--- config.mk ---
export PLATFORM = sky130hd
export DESIGN_NAME = rsc_ctrl
export DESIGN_NICKNAME = d
export VERILOG_FILES = /design/src/rtl/rsc_pkg.sv /design/src/rtl/rsc_enable_reg.sv /design/src/rtl/rsc_req_gate.sv /design/src/rtl/rsc_flag_capture.sv /design/src/rtl/rsc_stretch.sv /design/src/rtl/rsc_ctrl.sv
export SDC_FILE = /design/constraint.sdc
export NUM_CORES = 1
export LEC_CHECK = 0
export ABC_AREA = 1
export BUFFER_PORTS_ARGS = -buffer_cell sky130_fd_sc_hd__buf_2
export CORE_MARGIN = 1.5
export CORE_UTILIZATION = 25
export CTS_CLUSTER_SIZE = 40
export DETAILED_ROUTE_END_ITERATION = 8
export SYNTH_ARGS = -nofsm -noshare
export SYNTH_HDL_FRONTEND = slang
export SYNTH_SLANG_ARGS = --single-unit
--- constraint.sdc ---
create_clock -name clk_i -period 1.4 [get_ports clk_i]
set_input_delay 0 -clock clk_i [delete_from_list [all_inputs] [get_ports clk_i]]
set_output_delay 0 -clock clk_i [all_outputs]
set_load 0.02 [all_outputs]
--- src/rtl/rsc_pkg.sv ---
package rsc_pkg;
  localparam int REG_W = 8;

  localparam int BIT_RTC   = 7;
  localparam int BIT_FLASH = 6;
  localparam int BIT_CMP   = 5;
  localparam int BIT_SW    = 4;
  localparam int BIT_WDT   = 3;
  localparam int BIT_MCD   = 2;
  localparam int BIT_VMON  = 1;
  localparam int BIT_PIN   = 0;

  // positions whose write stores an enable
  localparam logic [REG_W-1:0] GATED_MASK = 8'hA6;
  // enable value after power-on
  localparam logic [REG_W-1:0] EN_POR     = 8'h02;
  // flag value after power-on
  localparam logic [REG_W-1:0] FLAG_POR   = 8'h02;
endpackage

--- src/rtl/rsc_enable_reg.sv ---
module rsc_enable_reg
  import rsc_pkg::*;
(
  input  logic             clk_i,
  input  logic             por_i,
  input  logic             wr_en_i,
  input  logic [REG_W-1:0] wr_mask_i,
  input  logic [REG_W-1:0] wr_data_i,
  output logic [REG_W-1:0] en_o
);
  logic [REG_W-1:0] en_q;
  logic [REG_W-1:0] upd;

  assign upd = wr_mask_i & GATED_MASK & {REG_W{wr_en_i}};

  always_ff @(posedge clk_i or posedge por_i) begin
    if (por_i) en_q <= EN_POR;
    else       en_q <= (en_q & ~upd) | (wr_data_i & upd);
  end

  assign en_o = en_q;


  unmasked_hold_chk: assert property (@(posedge clk_i) disable iff (por_i)
    (!wr_en_i || ((wr_mask_i & GATED_MASK) == '0)) |=> $stable(en_q));
endmodule

--- src/rtl/rsc_req_gate.sv ---
module rsc_req_gate
  import rsc_pkg::*;
(
  input  logic [REG_W-1:0] ev_i,
  input  logic [REG_W-1:0] en_i,
  input  logic             hazard_i,
  output logic [REG_W-1:0] req_o
);
  logic [REG_W-1:0] gated;

  for (genvar i = 0; i < REG_W; i++) begin : g_bit
    if (GATED_MASK[i]) begin : g_gated
      assign gated[i] = ev_i[i] & en_i[i];
    end else begin : g_always
      assign gated[i] = ev_i[i];
    end
  end

  always_comb begin
    req_o = gated;
    req_o[BIT_VMON] = gated[BIT_VMON] | hazard_i;
  end
endmodule

--- src/rtl/rsc_flag_capture.sv ---
module rsc_flag_capture
  import rsc_pkg::*;
(
  input  logic             clk_i,
  input  logic             por_i,
  input  logic [REG_W-1:0] req_i,
  input  logic             busy_i,
  output logic [REG_W-1:0] flags_o
);
  logic [REG_W-1:0] flags_q;
  logic [REG_W-1:0] merged;
  logic [REG_W-1:0] nxt;

  always_comb begin
    merged = busy_i ? (flags_q | req_i) : req_i;
    nxt    = merged[BIT_VMON] ? FLAG_POR : merged;
  end

  always_ff @(posedge clk_i or posedge por_i) begin
    if (por_i)       flags_q <= FLAG_POR;
    else if (|req_i) flags_q <= nxt;
  end

  assign flags_o = flags_q;


  flags_quiet_chk: assert property (@(posedge clk_i) disable iff (por_i)
    (req_i == '0) |=> $stable(flags_q));


  vmon_exclusive_chk: assert property (@(posedge clk_i) disable iff (por_i)
    req_i[BIT_VMON] |=> (flags_q == FLAG_POR));


  all_set_chk: assert property (@(posedge clk_i) disable iff (por_i)
    (!req_i[BIT_VMON] && !busy_i && (req_i != '0)) |=> (flags_q == $past(req_i)));
endmodule

--- src/rtl/rsc_stretch.sv ---
module rsc_stretch #(
  parameter int STRETCH_CYCLES = 16
) (
  input  logic clk_i,
  input  logic por_i,
  input  logic req_any_i,
  output logic rst_o
);
  localparam int CNT_W = $clog2(STRETCH_CYCLES + 1);
  localparam logic [CNT_W-1:0] CNT_LOAD = CNT_W'(STRETCH_CYCLES);

  logic [CNT_W-1:0] cnt_q;

  always_ff @(posedge clk_i or posedge por_i) begin
    if (por_i)               cnt_q <= CNT_LOAD;
    else if (req_any_i)      cnt_q <= CNT_LOAD;
    else if (cnt_q != '0)    cnt_q <= cnt_q - CNT_W'(1);
  end

  assign rst_o = (cnt_q != '0);


  req_asserts_rst_chk: assert property (@(posedge clk_i) disable iff (por_i)
    req_any_i |=> rst_o);


  countdown_chk: assert property (@(posedge clk_i) disable iff (por_i)
    (!req_any_i && cnt_q != '0) |=> (cnt_q == $past(cnt_q) - CNT_W'(1)));
endmodule

--- src/rtl/rsc_ctrl.sv ---
module rsc_ctrl
  import rsc_pkg::*;
#(
  parameter int STRETCH_CYCLES = 16
) (
  input  logic             clk_i,
  input  logic             por_i,
  input  logic             supmon_trip_i,
  input  logic             supmon_stable_i,
  input  logic             pin_rst_i,
  input  logic             wdt_ovf_i,
  input  logic             mcd_timeout_i,
  input  logic             rtc_evt_i,
  input  logic             cmp_evt_i,
  input  logic             flash_err_i,
  input  logic             wr_en_i,
  input  logic [REG_W-1:0] wr_mask_i,
  input  logic [REG_W-1:0] wr_data_i,
  output logic [REG_W-1:0] rd_data_o,
  output logic             sys_rst_o
);
  logic [REG_W-1:0] ev;
  logic [REG_W-1:0] en;
  logic [REG_W-1:0] req;
  logic             hazard;
  logic             sw_fire;

  assign sw_fire = wr_en_i & wr_mask_i[BIT_SW] & wr_data_i[BIT_SW];
  assign hazard  = wr_en_i & wr_mask_i[BIT_VMON] & wr_data_i[BIT_VMON] & ~supmon_stable_i;

  always_comb begin
    ev            = '0;
    ev[BIT_RTC]   = rtc_evt_i;
    ev[BIT_FLASH] = flash_err_i;
    ev[BIT_CMP]   = cmp_evt_i;
    ev[BIT_SW]    = sw_fire;
    ev[BIT_WDT]   = wdt_ovf_i;
    ev[BIT_MCD]   = mcd_timeout_i;
    ev[BIT_VMON]  = supmon_trip_i;
    ev[BIT_PIN]   = pin_rst_i;
  end

  rsc_enable_reg u_en (
    .clk_i     (clk_i),
    .por_i     (por_i),
    .wr_en_i   (wr_en_i),
    .wr_mask_i (wr_mask_i),
    .wr_data_i (wr_data_i),
    .en_o      (en)
  );

  rsc_req_gate u_gate (
    .ev_i     (ev),
    .en_i     (en),
    .hazard_i (hazard),
    .req_o    (req)
  );

  rsc_flag_capture u_flags (
    .clk_i   (clk_i),
    .por_i   (por_i),
    .req_i   (req),
    .busy_i  (sys_rst_o),
    .flags_o (rd_data_o)
  );

  rsc_stretch #(.STRETCH_CYCLES(STRETCH_CYCLES)) u_str (
    .clk_i     (clk_i),
    .por_i     (por_i),
    .req_any_i (|req),
    .rst_o     (sys_rst_o)
  );


  gated_block_chk: assert property (@(posedge clk_i) disable iff (por_i)
    (!sys_rst_o && ((ev & ~GATED_MASK) == '0) && !hazard && ((ev & en) == '0))
      |=> !sys_rst_o);


  sw_reset_chk: assert property (@(posedge clk_i) disable iff (por_i)
    (sw_fire && !sys_rst_o && !req[BIT_VMON]) |=> (sys_rst_o && rd_data_o[BIT_SW]));
endmodule

==> results of run 1 <==
==> Yosys cell counts <==
cell	count	area, sq um
xor2_1	2	17.5
nand2_1	46	173
nor2_2	2	12.5
nand2_4	1	11.3
nand2_2	1	6.26
dfrtp_1	14	350
a31oi_1	3	18.8
inv_1	12	45.0
nor3_1	2	10.0
a21oi_1	4	20.0
nor2_8	1	20.0
ha_1	1	12.5
nand3_2	4	40.0
xnor2_1	1	8.76
nor2_1	3	11.3
nor2_4	2	22.5
o21ai_1	1	5.00
nand4_1	7	43.8
clkinv_2	1	5.00
buf_6	2	22.5
or2_1	1	6.26
dfstp_2	3	78.8
==> placed cells by master, fill, tap and decap left out, types with 2 or more instances in the layout <==
cell	count
nand2_1	46
buf_2	29
dfrtp_1	14
inv_1	12
dlygate4sd3_1	9
nand4_1	7
nand3_2	4
a21oi_1	4
nor2_1	3
a31oi_1	3
dfstp_2	3
clkbuf_8	3
buf_4	3
nor2_2	2
nor2_4	2
clkinv_2	2
xor2_1	2
nor3_1	2
==> kinds of logic (layout without fill, tap and decap cells) <==
kind of cell | after synthesis | after routing | share of synthesized area (%)
AO/OA/AOI/OAI | 8 | 8 | 4.65
XOR/XNOR | 3 | 3 | 2.79
adder cells (fa/ha/maj) | 1 | 1 | 1.33
buffers and inverters | 15 | 58 | 7.71
flip-flops | 17 | 17 | 45.6
AND/OR/NAND/NOR | 70 | 71 | 37.9
==> worst reg2reg max path, cell delays in order, from the launching register on <==
cell     delay [ps]
dfrtp_1         380
nand2_1         110
nand2_1         100
nor2_4          150
nand2_4         120
nor2_4          230
nand2_1          80
nand2_1          70
==> area by class of cell <==
class | count | area (sq um)
multi-input cells | 83 | 459
clock inverters | 1 | 5.00
well taps | 48 | 60.1
clock buffers | 3 | 41.3
inverters | 13 | 50.0
fillers | 404 | 2330
repair buffers | 41 | 258
flip-flops and latches | 17 | 429
==> metrics by stage <==
| stage | cells | utilization [%] | setup WS [ps] |
|---|---|---|---|
| 2_1_floorplan | 114 | - | 199 |
| 3_3_place_gp | 191 | 31.3 | 50.2 |
| 3_5_place_dp | 191 | 31.3 | 10.5 |
| 4_1_cts | 204 | 35.3 | 59.1 |
| 5_1_grt | 206 | 35.8 | 10.2 |
| 6_report | 206 | 35.8 | 111 |
==> power groups by stage <==
stage / clock [mW] / combinational, mW / sequential (mW)
final: 0.385 / 0.250 / 0.552
after global routing: 0.418 / 0.276 / 0.555
after CTS: 0.402 / 0.247 / 0.552
after detailed placement: 0 / 0.213 / 0.561
after global placement: 0 / 0.211 / 0.560
after floorplan: 0 / 0.128 / 0.573
==> final timing paths <==
kind | start | endpoint | cells after the start
setup / recovery | flop | u_flags.flags_o[6]$_DFFE_PP0P_ | 7
hold / removal | pin_rst_i | u_flags.flags_o[0]$_DFFE_PP0P_ | 5
setup reg to reg | flop | u_flags.flags_o[6]$_DFFE_PP0P_ | 7
hold reg to reg | u_str.cnt_q[4]$_DFFE_PP1P_ | u_str.cnt_q[4]$_DFFE_PP1P_ | 2
max in group asynchronous | por_i | async pin | 3
min in group asynchronous | por_i | u_str.cnt_q[2]$_DFFE_PP0P_ | 3
==> routing by layer <==
metal,vias up,wire length [microns]
met2,32,1070
met4,0,21
met1,397,1030
met5,-,0
met3,4,145
li1,454,-
==> timing repair <==
action | in CTS | in global routing
pin swaps | 0 | 1
resized for setup | 1 | 1
cloned | 0 | 1
endpoints found under the setup margin | 2 | 5
buffers inserted | 0 | 1
hold buffers | 9 | 0
endpoints found under the hold margin | 18 | 0
==> reports/metrics.cfg, run 1 <==
[run_status]
outcome=completed

[finish]
fin_nets=187
layout-drive-gt1-share_pct=33.5
final_area_sq_um=1300
diodes=0
area_growth_pct=38.4

[synth]
synth-seq-cells=17
syn_inst=114
synth_area_sq_um=941
syn_nets=142
synth_warnings=0
seq_area_frac_synth_pct=45.6
ys_types=22
avgSynthCellArea_sq_um=8.25

[clock_tree]
cts_made_buffers=3
cts.clk_slew.worst_paths_ps=70
cts_root_buf=clkbuf_8
clock-sinks=17
clk_latency_ps=260
htreeDepth=1
cts_tree=yes
clk_path_buf_depth=2

[floorplan]
die_h_microns=64.4
dieArea_sq_um=4140
rows=22
initial_core_util_pct=25.9
ios=36
fp.dieW_microns=64.4
core_area_sq_um=3630

[power]
p_per_area_nw_per_um2=911
power_mw=1.19
seqPwrFrac_pct=46.5
p_sw_mw=0.350
leakagePower_nw=0.721
p_sw_share_pct=29.5
ir_drop_uv=334
power.internal_mw=0.837
combPwrFrac_pct=21.0
power_frac_clock_pct=32.5

[drt]
wl_mm=2.27
dr.pass1.iters=4
drt_iter0_markers=61
num_vias=887
drc_errors=0
ant_nets=0
post_drt_wl_per_cell_microns=11.0
vias_per_cell=4.31

[setup_path]
arrival_ps=1490
crit_type=reg2reg
crit_slowest_cell=dfrtp_1
cp-start-kind=flop
crit_fanout=9
crit_required_ps=1600
crit_top_cell=nand2_1
slowest_delay_ps=380
path_buf_inv=0
cp-end-kind=flop
path_cells=nand2_1, nand2_1, nor2_4, nand2_4, nor2_4, nand2_1, nand2_1
cp_top_family=simple AND/OR/NAND/NOR gates
r2r_setup_slack_ps=110

[sta]
tns_ps=0
worst_slew_pin_slew_ps=685
period_minus_slack_ps=1290
max_freq_mhz=776
post-route-period-util_pct=92.1
finalHoldViolCount=0
clock_skew_ps=2.87
relSlewSlack_pct=54.3
rsz0062_at_grt=no
whs_ps=62.5
finalSetupViolations=0
drv_slew=0

[global_routing]
use_met3_pct=4.05
grt_overflow=0
grtUsageMet1_pct=13.4
grt_start_max_net_pins=18
use_met2_pct=18.6
grt_pass1_vias=770
grt_antenna_before_repair=0
grt-busiest-layer=met2
grtUsageTotal_pct=11.1
grt_pass1_wl_mm=3.53

[hold_path]
worst_hold_path_type=in2reg

[run]
cap_violations=0

[place]
gp_congestion=0.763
io_buffers=29
dp_hpwl_mm=1.55
place_area_sq_um=1140

Note: power is estimated with default switching activity, not from simulation.
==> inputs of run 2 (changes only) <==
--- a/config.mk
+++ b/config.mk
@@ -13,4 +13,5 @@
 export DETAILED_ROUTE_END_ITERATION = 8
 export SYNTH_ARGS = -nofsm -noshare
 export SYNTH_HDL_FRONTEND = slang
+export SYNTH_HIERARCHICAL = 1
 export SYNTH_SLANG_ARGS = --single-unit
==> reports/metrics.cfg, run 2 <==
[sta]
drv_slew=0
clock_skew_ps=1.66
post-route-period-util_pct=94.2
finalSetupViolations=0
period_minus_slack_ps=1320
worst_slew_pin_slew_ps=340
max_freq_mhz=758
finalHoldViolCount=0
whs_ps=92.6
relSlewSlack_pct=77.3

[drt]
num_vias=998
wl_mm=2.30
drc_errors=0
ant_nets=0
vias_per_cell=4.07
drt_iter0_markers=50
post_drt_wl_per_cell_microns=9.39
dr.pass1.iters=4

[clock_tree]
clk_latency_ps=250
cts_made_buffers=3
post_cts_buffers=0
cts_tree=yes
clock-sinks=17
htreeDepth=1
cts_root_buf=clkbuf_8
clk_path_buf_depth=2
cts.clk_slew.worst_paths_ps=70

[finish]
layout_commonest_cell=nand2_1
fin_nets=224
diodes=0
layout-drive-gt1-share_pct=28.7
final_cell_mix=58 x nand2_1, 27 x buf_2, 21 x inv_1
area_growth_pct=36.6
layoutNonFillerInstCount=245
final_core_util_pct=35.7

[global_routing]
grt_pass1_vias=891
grtUsageTotal_pct=11.1
grt_start_max_net_pins=11
grt_pass1_wl_mm=3.86
grt_antenna_before_repair=0
grt_overflow=0

[floorplan]
dieArea_sq_um=4610
ios=36
core_area_sq_um=4030
rows=23
fp.dieW_microns=67.9
initial_core_util_pct=26.1
die_h_microns=67.9

[setup_path]
crit_type=reg2out
timing.rr.end=u_flags/flags_o[0]$_DFFE_PP0P_
cp-end-kind=primary output
arrival_ps=1320
crit_required_ps=1400
r2r_setup_slack_ps=170
reg2reg_depth=8
endpoint=sys_rst_o
cp-start-kind=flop
r2r-start=u_str/cnt_q[1]$_DFFE_PP0P_
crit_fanout=6
startpoint=u_str/cnt_q[1]$_DFFE_PP0P_

[synth]
syn_inst=153
synth_warnings=6
synth_area_sq_um=1050
syn_nets=181
avgSynthCellArea_sq_um=6.88

[place]
dp_hpwl_mm=1.66
placedCellCount=229
io_buffers=29
gp_congestion=0.775

[run_status]
outcome=completed

[run]
cap_violations=0

[power]
power_mw=1.30
ir_drop_uv=664
p_per_area_nw_per_um2=905
leakagePower_nw=0.804

[hold_path]
worst_hold_path_type=in2reg

[run 2: repair_timing]
action	4_1_cts	5_1_grt
gates cloned	0	1
endpoints found under the setup margin	1	13
hold buffers	13	0
hold endpoints to repair	20	0
pin swaps	0	9
gates resized for setup	2	7
[run 2: critical path, stage by stage (launching register included)]
cell and delay [ps]:
dfrtp_1 400, inv_2 80, ha_4 170, nand3_4 110, buf_6 150, buf_2 150
[run 2: worst min-delay path by stage]
| stage | from | endpoint | slack [ps] | depth (start not counted) |
|---|---|---|---|---|
| floorplan | por_i | async pin | -230 | 1 |
| global placement | por_i | async pin | -80 | 2 |
| detailed placement | por_i | async pin | -80 | 2 |
| CTS | wr_en_i | flop | 80 | 4 |
| global route | wr_en_i | flop | 120 | 4 |
| finish | wr_en_i | flop | 90 | 4 |
[run 2: where the power goes]
| group | total [mW] | internal (mW) | leakage [nW] | switching [mW] |
|---|---|---|---|---|
| logic | 0.347 | 0.144 | 0.559 | 0.203 |
| registers | 0.587 | 0.549 | 0.220 | 0.0375 |
| clock network | 0.367 | 0.197 | 0.0255 | 0.170 |
| total | 1.30 | 0.891 | 0.804 | 0.411 |
[run 2: through the flow]
stage	cell area [sq um]	setup TNS, ps	setup WS [ps]
5_1_grt	1440	-0.475	-0.475
3_3_place_gp	1230	0	113
2_1_floorplan	1050	0	11.3
6_report	1440	0	81.2
3_5_place_dp	1230	0	113
4_1_cts	1420	0	1.45
[run 2: cell type report]
type / instances / area (sq um)
multi-input cells: 105 / 508
well taps: 50 / 62.6
inverters: 26 / 100
clock inverters: 1 / 5.00
clock buffers: 3 / 41.3
repair buffers: 43 / 292
fillers: 438 / 2590
flip-flops and latches: 17 / 429
[run 2: metal layers]
metal	vias to the layer above	GRT usage [%]	share of wire, %
met5	-	0	0
met2	28	18.0	45
li1	539	-	-
met1	431	14.3	50
met3	0	3.78	4.8
met4	0	2.25	0
==> inputs of run 3 (changes only) <==
--- a/config.mk
+++ b/config.mk
@@ -8,9 +8,10 @@
 export ABC_AREA = 1
 export BUFFER_PORTS_ARGS = -buffer_cell sky130_fd_sc_hd__buf_2
 export CORE_MARGIN = 1.5
-export CORE_UTILIZATION = 25
-export CTS_CLUSTER_SIZE = 40
+export CORE_UTILIZATION = 49
+export CTS_CLUSTER_SIZE = 30
 export DETAILED_ROUTE_END_ITERATION = 8
+export PLACE_DENSITY = 0.78
 export SYNTH_ARGS = -nofsm -noshare
 export SYNTH_HDL_FRONTEND = slang
 export SYNTH_HIERARCHICAL = 1
==> reports/metrics.cfg, run 3 (synthesis results as in run 2) <==
[run_status]
outcome=completed

[finish]
final_area_sq_um=1430
layout_commonest_cell=nand2_1
fin_nets=227
layout-drive-gt1-share_pct=31.3
final_cell_mix=55 x nand2_1, 28 x buf_2, 22 x inv_1
area_growth_pct=35.4
diodes=0

[global_routing]
use_met3_pct=2.76
grt_pass1_wl_mm=4.18
grt_pass1_vias=1054
grtUsageTotal_pct=21.9
grtUsageMet1_pct=24.8
grt_overflow=0
grt-busiest-layer=met2
grt_antenna_before_repair=0
grt_start_max_net_pins=15
use_met2_pct=41.4

[sta]
rsz0062_at_grt=no
relSlewSlack_pct=79.1
finalHoldViolCount=0
tns_ps=0
finalSetupViolations=0
post-route-period-util_pct=94.0
clock_skew_ps=1.91
period_minus_slack_ps=1320
max_freq_mhz=760
worst_slew_pin_slew_ps=313
drv_slew=0

[setup_path]
crit_fanout=8
crit_required_ps=1590
path_buf_inv=5
slowest_delay_ps=530
path_cells=dlygate4sd3_1, buf_2, nand3_2, nor2_1, inv_1, nand2_2, buf_6, inv_4, nand2_1, nor2_1, nand2_2, nand2_2, nand2_1
cp_top_family=buffers and inverters
crit_slowest_cell=dlygate4sd3_1
crit_type=in2reg
cp-start-kind=primary input
cp-end-kind=flop
crit_top_cell=nand2_2
arrival_ps=1500

[power]
power.internal_mw=0.808
power_frac_clock_pct=21.5
p_sw_mw=0.419
ir_drop_uv=612
p_sw_share_pct=34.1
combPwrFrac_pct=30.6
seqPwrFrac_pct=47.8
leakagePower_nw=0.811
p_per_area_nw_per_um2=861

[clock_tree]
clk_path_buf_depth=2
clock-sinks=17
cts.clk_slew.worst_paths_ps=100
htreeDepth=1
clk_latency_ps=290
cts_made_buffers=3
cts_tree=yes
cts_root_buf=clkbuf_4

[drt]
drt_iter0_markers=35
ant_nets=0
wl_mm=2.56
post_drt_wl_per_cell_microns=11.4
drc_errors=0
num_vias=1073
dr.pass1.iters=4
vias_per_cell=4.77

[floorplan]
die_h_microns=49.3
core_area_sq_um=2000
fp.dieW_microns=49.3
dieArea_sq_um=2430
rows=16
initial_core_util_pct=52.6
ios=36

[place]
dp_hpwl_mm=1.67
place_area_sq_um=1200
gp_congestion=0.800
io_buffers=29

[run]
cap_violations=0

[hold_path]
worst_hold_path_type=in2reg

## run 3: through the flow
step / hold WS (ps) / instances / worst slack, ps / power [mW] / util, %
after global routing: 80.5 / 225 / 3.88 / 1.31 / 71.2
after CTS: 31.6 / 222 / 48.6 / 1.21 / 68.1
final: 63.7 / 225 / 84.3 / 1.23 / 71.2
after detailed placement: -81.6 / 206 / 80.9 / 0.909 / 60.1
after floorplan: -235 / 153 / 11.3 / 0.816 / -
after global placement: -89.4 / 206 / 120 / 0.895 / 60.1
## run 3: path summary, 6_finish.rpt
path / startpoint / end / slack (ps) / cells after the start
worst max-delay path: wr_data_i[1] / u_flags/flags_o[0]$_DFFE_PP0P_ / 80 / 13
min in group asynchronous: por_i / async pin / 160 / 3
worst min register to register: u_str/cnt_q[4]$_DFFE_PP1P_ / u_str/cnt_q[4]$_DFFE_PP1P_ / 490 / 2
worst min-delay path: wr_en_i / flop / 60 / 4
max in group asynchronous: por_i / u_flags/flags_o[1]$_DFFE_PP1P_ / 890 / 3
worst max register to register: u_str/cnt_q[0]$_DFFE_PP0P_ / u_flags/flags_o[0]$_DFFE_PP0P_ / 90 / 8
## run 3: metal layers
layer,up-vias,routed length [microns]
li1,540,-
met1,494,1070
met2,37,1370
met3,2,100
met4,0,15
met5,-,0
## run 3: layout make-up
cell class                 instances  area (sq um)
fill                             173           577
tap                               27          33.8
timing repair buffer              46           312
inverter                          26           100
clock buffer                       3          22.5
multi-input combinational        105           523
sequential                        17           429
clock inverter                     1          5.00
## run 3: power by group through the flow
| stage | clock (mW) | sequential, mW | combinational (mW) |
|---|---|---|---|
| 2_1_floorplan | 0 | 0.626 | 0.190 |
| 3_3_place_gp | 0 | 0.591 | 0.305 |
| 3_5_place_dp | 0 | 0.595 | 0.315 |
| 4_1_cts | 0.281 | 0.586 | 0.343 |
| 5_1_grt | 0.300 | 0.593 | 0.416 |
| 6_report | 0.264 | 0.587 | 0.376 |
## run 3: tightest hold or removal path, delay by kind of cell
family / cells / cell delay [ps]
and+or+nand+nor: 3 / 160
buffers and inverters: 1 / 160
## run 3: repair_timing
item	in CTS	in global routing
pin swaps	0	8
gates resized for setup	2	11
hold buffers	13	0
buffers inserted	0	3
setup endpoints to repair	1	13
hold endpoints to repair	21	0
cloned	0	1
